**config.mk**
```make
export PLATFORM = sky130hd
export DESIGN_NAME = serial_reg_port
export DESIGN_NICKNAME = d
export VERILOG_FILES = /design/src/rtl/serial_reg_port.sv
export SDC_FILE = /design/constraint.sdc
export NUM_CORES = 1
export LEC_CHECK = 0
export CAP_MARGIN = 20
export CORE_ASPECT_RATIO = 0.9
export CORE_MARGIN = 2
export CORE_UTILIZATION = 40
export DETAILED_ROUTE_END_ITERATION = 8
export PLACE_DENSITY = 0.6
export REMOVE_ABC_BUFFERS = 1
export SYNTH_ARGS = -nofsm -noshare
export SYNTH_HDL_FRONTEND = slang
export SYNTH_SLANG_ARGS = --single-unit
```
**constraint.sdc**
```tcl
create_clock -name clk -period 3.2 [get_ports clk]
set_input_delay 0.32 -clock clk [delete_from_list [all_inputs] [get_ports clk]]
set_output_delay 0.32 -clock clk [all_outputs]
set_load 0.03 [all_outputs]
```
**src/rtl/serial_reg_port.sv**
```systemverilog
module serial_reg_port #(
  parameter int NUM_REGS = 11,
  parameter int ID_ADDR  = 15,
  parameter logic [7:0] ID_VALUE = 8'h03
) (
  input  logic                  clk,
  input  logic                  rst_n,
  input  logic                  sclk,
  input  logic                  sen,
  input  logic                  sdio_in,
  output logic                  sdio_out,
  output logic                  sdio_oe,
  output logic [NUM_REGS*8-1:0] regs_flat
);
  localparam int W    = 8;
  localparam int CNTW = $clog2(2*W+1);
  localparam logic [CNTW-1:0] FULL = CNTW'(2*W);

  logic [2:0] sclk_sy, sen_sy;
  logic [1:0] sdi_sy;
  logic [CNTW-1:0] cnt;
  logic [W-1:0] addr_q, data_q, tx_q, rd_val;
  logic [1:0] waits;
  logic [3:0] sent;
  logic rd_q;

  always_ff @(posedge clk or negedge rst_n)
    if (!rst_n) begin
      sclk_sy <= '0; sen_sy <= '0; sdi_sy <= '0;
    end else begin
      sclk_sy <= {sclk_sy[1:0], sclk};
      sen_sy  <= {sen_sy[1:0], sen};
      sdi_sy  <= {sdi_sy[0], sdio_in};
    end

  wire sen_s      = sen_sy[1];
  wire sen_fall   = sen_sy[2] & ~sen_sy[1];
  wire sclk_rise  = sclk_sy[1] & ~sclk_sy[2];
  wire sclk_fall  = sclk_sy[2] & ~sclk_sy[1];
  wire sdi        = sdi_sy[1];
  wire [W-1:0] addr_next = {sdi, addr_q[W-1:1]};
  wire commit     = sen_fall && cnt == FULL && !addr_q[W-1];

  always_comb begin
    rd_val = '0;
    if (addr_next[5:0] == 6'(ID_ADDR)) rd_val = ID_VALUE;
    for (int i = 0; i < NUM_REGS; i++)
      if (addr_next[5:0] == 6'(i)) rd_val = regs_flat[i*W +: W];
  end

  always_ff @(posedge clk or negedge rst_n)
    if (!rst_n) begin
      cnt <= '0; addr_q <= '0; data_q <= '0; tx_q <= '0;
      rd_q <= 1'b0; waits <= '0; sent <= '0;
      sdio_out <= 1'b0; sdio_oe <= 1'b0;
    end else if (!sen_s) begin
      cnt <= '0; rd_q <= 1'b0; waits <= '0; sent <= '0; sdio_oe <= 1'b0;
    end else begin
      if (sclk_rise) begin
        if (cnt < CNTW'(W)) begin
          addr_q <= addr_next;
          cnt    <= cnt + 1'b1;
          if (cnt == CNTW'(W-1) && sdi) begin
            rd_q <= 1'b1;
            tx_q <= rd_val;
          end
        end else begin
          if (cnt != FULL) cnt <= cnt + 1'b1;
          if (rd_q) begin
            if (waits != 2'd2) waits <= waits + 1'b1;
          end else
            data_q <= {sdi, data_q[W-1:1]};
        end
      end
      if (sclk_fall && rd_q && waits == 2'd2) begin
        if (sent != 4'(W)) begin
          sdio_out <= tx_q[0];
          tx_q     <= tx_q >> 1;
          sdio_oe  <= 1'b1;
          sent     <= sent + 1'b1;
        end else
          sdio_oe <= 1'b0;
      end
    end

  for (genvar g = 0; g < NUM_REGS; g++) begin : g_reg
    always_ff @(posedge clk or negedge rst_n)
      if (!rst_n) regs_flat[g*W +: W] <= '0;
      else if (commit && addr_q[5:0] == 6'(g)) regs_flat[g*W +: W] <= data_q;
  end

  p_regs_hold_r9: assert property (@(posedge clk) disable iff (!rst_n)
    !sen_fall |=> $stable(regs_flat));
  p_release_r7: assert property (@(posedge clk) disable iff (!rst_n)
    !sen_s |=> !sdio_oe);
  p_drive_on_fall_r6: assert property (@(posedge clk) disable iff (!rst_n)
    $rose(sdio_oe) |-> $past(sclk_fall));
  p_bit_steady_r6: assert property (@(posedge clk) disable iff (!rst_n)
    (sdio_oe && !sclk_fall) |=> $stable(sdio_out));
  p_idle_quiet_r5: assert property (@(posedge clk) disable iff (!rst_n)
    (!sen_s && !sen_fall) |=> $stable(regs_flat));
endmodule

```
==> summary by stage <==
Outcome
The flow ran to the end, and the final reports show no timing, DRC or antenna violations.

Timing
The final-report setup violation count is 0. The final critical-path share of the clock period is 85.7%. Setup repair after global routing left no endpoint under its margin.

Between clock sinks in the finished design, the worst skew comes to 0.00699 ns. The number of pins with negative max-slew slack in the final report came to 0. Derived from the worst setup path, the maximum achievable clock frequency is 365 MHz. The worst slew margin relative to its limit is 43.7%. The least setup slack across all paths after layout is 0.458 ns. The final number of hold-violating endpoints is 0. At the pin with the least slew margin, the transition time is 0.823 ns. After routing, the total negative slack on setup checks comes to 0 ns.

The clock period could shrink to 2.74 ns.

Synthesis
A synthesized cell averages 12.4 um^2. The mapped cell area is 6340 um^2. Sequential elements use 52.9% of the synthesized area. Counting flops with a built-in enable in the synthesized netlist gives 0. The gate count of the mapped netlist is 511. The netlist uses 62 different library cells.

For this run, asynchronously set or reset flops after synthesis account for 100%. The most used flip-flop cell after synthesis is dfrtp_1. The number of storage elements in the synthesis netlist is 134. Yosys printed 0 warnings.

Setup path
The maximum fanout encountered on the critical timing path is 16. The kind of critical path is reg -> reg. The worst setup path is launched from a register. The required time at the endpoint of the critical path is 3.54 ns. STA puts the critical path data arrival time at 3.08 ns. STA classifies the critical path endpoint as a register.

Power
The worst vdd rail ir drop is 394 uV. The ratio of total power to cell area is 580 nW/um^2. In this run the power spent charging and discharging nets is 1.43 mW. Internal power comes to 3.30 mW. The switching part of the total is 30.2%. Per report_power, the sequential group accounts for 40.6% of the total. The share of total power dissipated in combinational logic is 16.2%. The analysis attributes to cell leakage a power of 3.60 nW. The relative contribution of the clock network to total power is 43.2%.

Die
After floorplanning, the core was divided into 43 placement rows. During I/O placement, the number of pins put on the boundary was 95. The initial utilization of the core area, before any placement, comes to 41.1%. The die is 137 um wide. The die covers 16900 um^2. The area of the core region is 15400 um^2.

The height of the chip is 123 um.

Global routing
The number of global-route vias before repair is 4598. The global router's overall resource usage is 22.7%. The wire length of the first global-routing pass is 28.0 mm. Entering global routing, the biggest net connects 78 pins. The sum of overflow across all layers after global routing is 0. The number of antenna violations at the first check in global routing is 0.

Cells and area
The final antenna diode count is 0. In the final design database the tool counted 616 nets. The share of post-route cells with drive strength above 1 is 29.2%. The area growth from synthesis to layout is 28.6%.

Route
In the routed layout, each cell is associated on average with a via count of 5.73. The final layout contains routed wiring with a total length of 18.3 mm. The first-pass detailed-route iteration total is 5. The DRC violation count after routing is 0.

The residual antenna-violating net count after detailed routing is 0. The total number of vias is 4704. After detailed routing, the average wire length per cell comes to 22.3 um. In this run, the number of DRC markers left after iteration 0 of detailed routing was 403.

Clock tree
The sink count of the clock tree is 134. Clock-pin slew was measured on the worst setup and hold paths at 0.06 ns. No sink is reached through more buffers than the 2 on the longest clock path. The number of gates resized after CTS is 0.

The count of H-tree levels built during CTS is 4. Clock tree synthesis selected as its root buffer the cell clkbuf_16. Buffers inserted during clock tree synthesis total 17. The CTS tree is yes. The clock reaches the later pin of the worst-skew pair after 0.42 ns.

Placed design
The pre-CTS setup slack is 0.582 ns. At the end of routability-driven placement, the weighted congestion stood at 0.906. The total half-perimeter wirelength after legalization and detailed placement is 12.4 mm.

The number of port buffers is 94.

Flow run
The total of max-cap violations is 0.

Worst hold path
The type of the most critical hold path is in -> async.
power by group through the flow:
stage / registers [mW] / logic [mW] / clock network, mW
3_5_place_dp: 1.94 / 0.751 / 0
2_1_floorplan: 1.94 / 0.408 / 0
5_1_grt: 1.93 / 0.827 / 2.15
3_3_place_gp: 1.94 / 0.743 / 0
6_report: 1.92 / 0.766 / 2.04
4_1_cts: 1.91 / 0.756 / 2.07
state kept, by name (all words and copies together) (netlist names):
signal and cells:
tx_q 8, sdi_sy 2, regs_flat 88, waits 2, data_q 8, cnt 5, sent 4, sdio_oe 1
sdio_out 1, addr_q 8, rd_q 1, sen_sy 3, sclk_sy 3
area by class of cell:
class	count	area, um^2
inverter	9	33.8
tap	202	253
clock buffer	19	453
fill	1295	7290
timing repair buffer	110	1070
clock inverter	13	170
sequential	134	3350
multi-input combinational	334	2810
metal layers:
metal	GRT usage, %	wire, um	vias to the layer above
met5	0	0	-
li1	-	-	2076
met4	6.84	355	0
met3	5.04	1050	36
met2	34.2	8300	185
met1	32.9	8570	2407
synthesized netlist by cell type, types with 6 or more instances:
master / instances / area (um^2)
o21ai_0: 15 / 75.1
dfrtp_1: 134 / 3350
nand4_1: 7 / 43.8
a21oi_1: 14 / 70.1
nor2_1: 25 / 93.8
buf_2: 11 / 55.1
nor3_1: 6 / 30.0
nor2b_1: 14 / 87.6
a22oi_1: 7 / 52.6
mux2i_1: 6 / 60.1
clkbuf_1: 21 / 78.8
mux2_2: 107 / 1200
nand2_1: 28 / 105
inv_1: 9 / 33.8
per-stage QoR:
stage	hold WS, ns	area [um^2]	utilization, %	total power [mW]	cells
global route	0.312	8150	52.8	4.91	821
global placement	0.176	7520	48.7	2.68	788
CTS	0.288	8150	52.8	4.74	821
finish	0.286	8150	52.8	4.73	821
floorplan	0.0244	6190	-	2.35	477
detailed placement	0.181	7520	48.7	2.70	788
critical path, stage by stage (launching register included):
cell and delay [ns]:
dfrtp_1 0.79, inv_1 0.28, buf_4 0.29, a2111oi_0 0.65
o2bb2ai_1 0.25, a31o_2 0.29, a21oi_1 0.12
cells in the final DEF, fill, tap and decap left out, types with 6 or more instances in the layout:
cell / count
o21ai_0: 15
a22oi_1: 7
nor2b_1: 14
nor2_1: 25
mux2_2: 107
nand2_1: 28
buf_4: 15
nand4_1: 7
clkbuf_16: 17
dfrtp_1: 133
clkdlybuf4s50_1: 93
nor3_1: 6
a21oi_1: 14
mux2i_1: 6
inv_1: 9
cells by family after synthesis:
family,share of synthesized area (%)
compound gates,9.37
xor+xnor,1.11
fa+ha+maj,0.987
buf+inv,2.94
flops,52.9
mux,21.9
simple gates,10.8
worst paths after layout:
| path | slack (ns) | start | depth (start not counted) | end |
|---|---|---|---|---|
| worst max-delay path | 0.46 | addr_q[1] | 6 | tx_q[1] |
| max in group asynchronous | 2.06 | rst_n | 3 | addr_q[2] |
| min in group clk | 0.34 | sclk | 1 | sclk_sy[0] |
| worst max register to register | 0.46 | addr_q[1] | 6 | tx_q[1] |
| worst min register to register | 0.35 | sdi_sy[0] | 0 | sdi_sy[1] |
| worst min-delay path | 0.29 | rst_n | 2 | sclk_sy[0] |
timing repair:
item / in CTS / in global routing
setup buffers: 0 / 0
hold endpoints to repair: 11 / 0
hold buffers: 1 / 0
No activity file was read; power rests on OpenSTA's default activity.
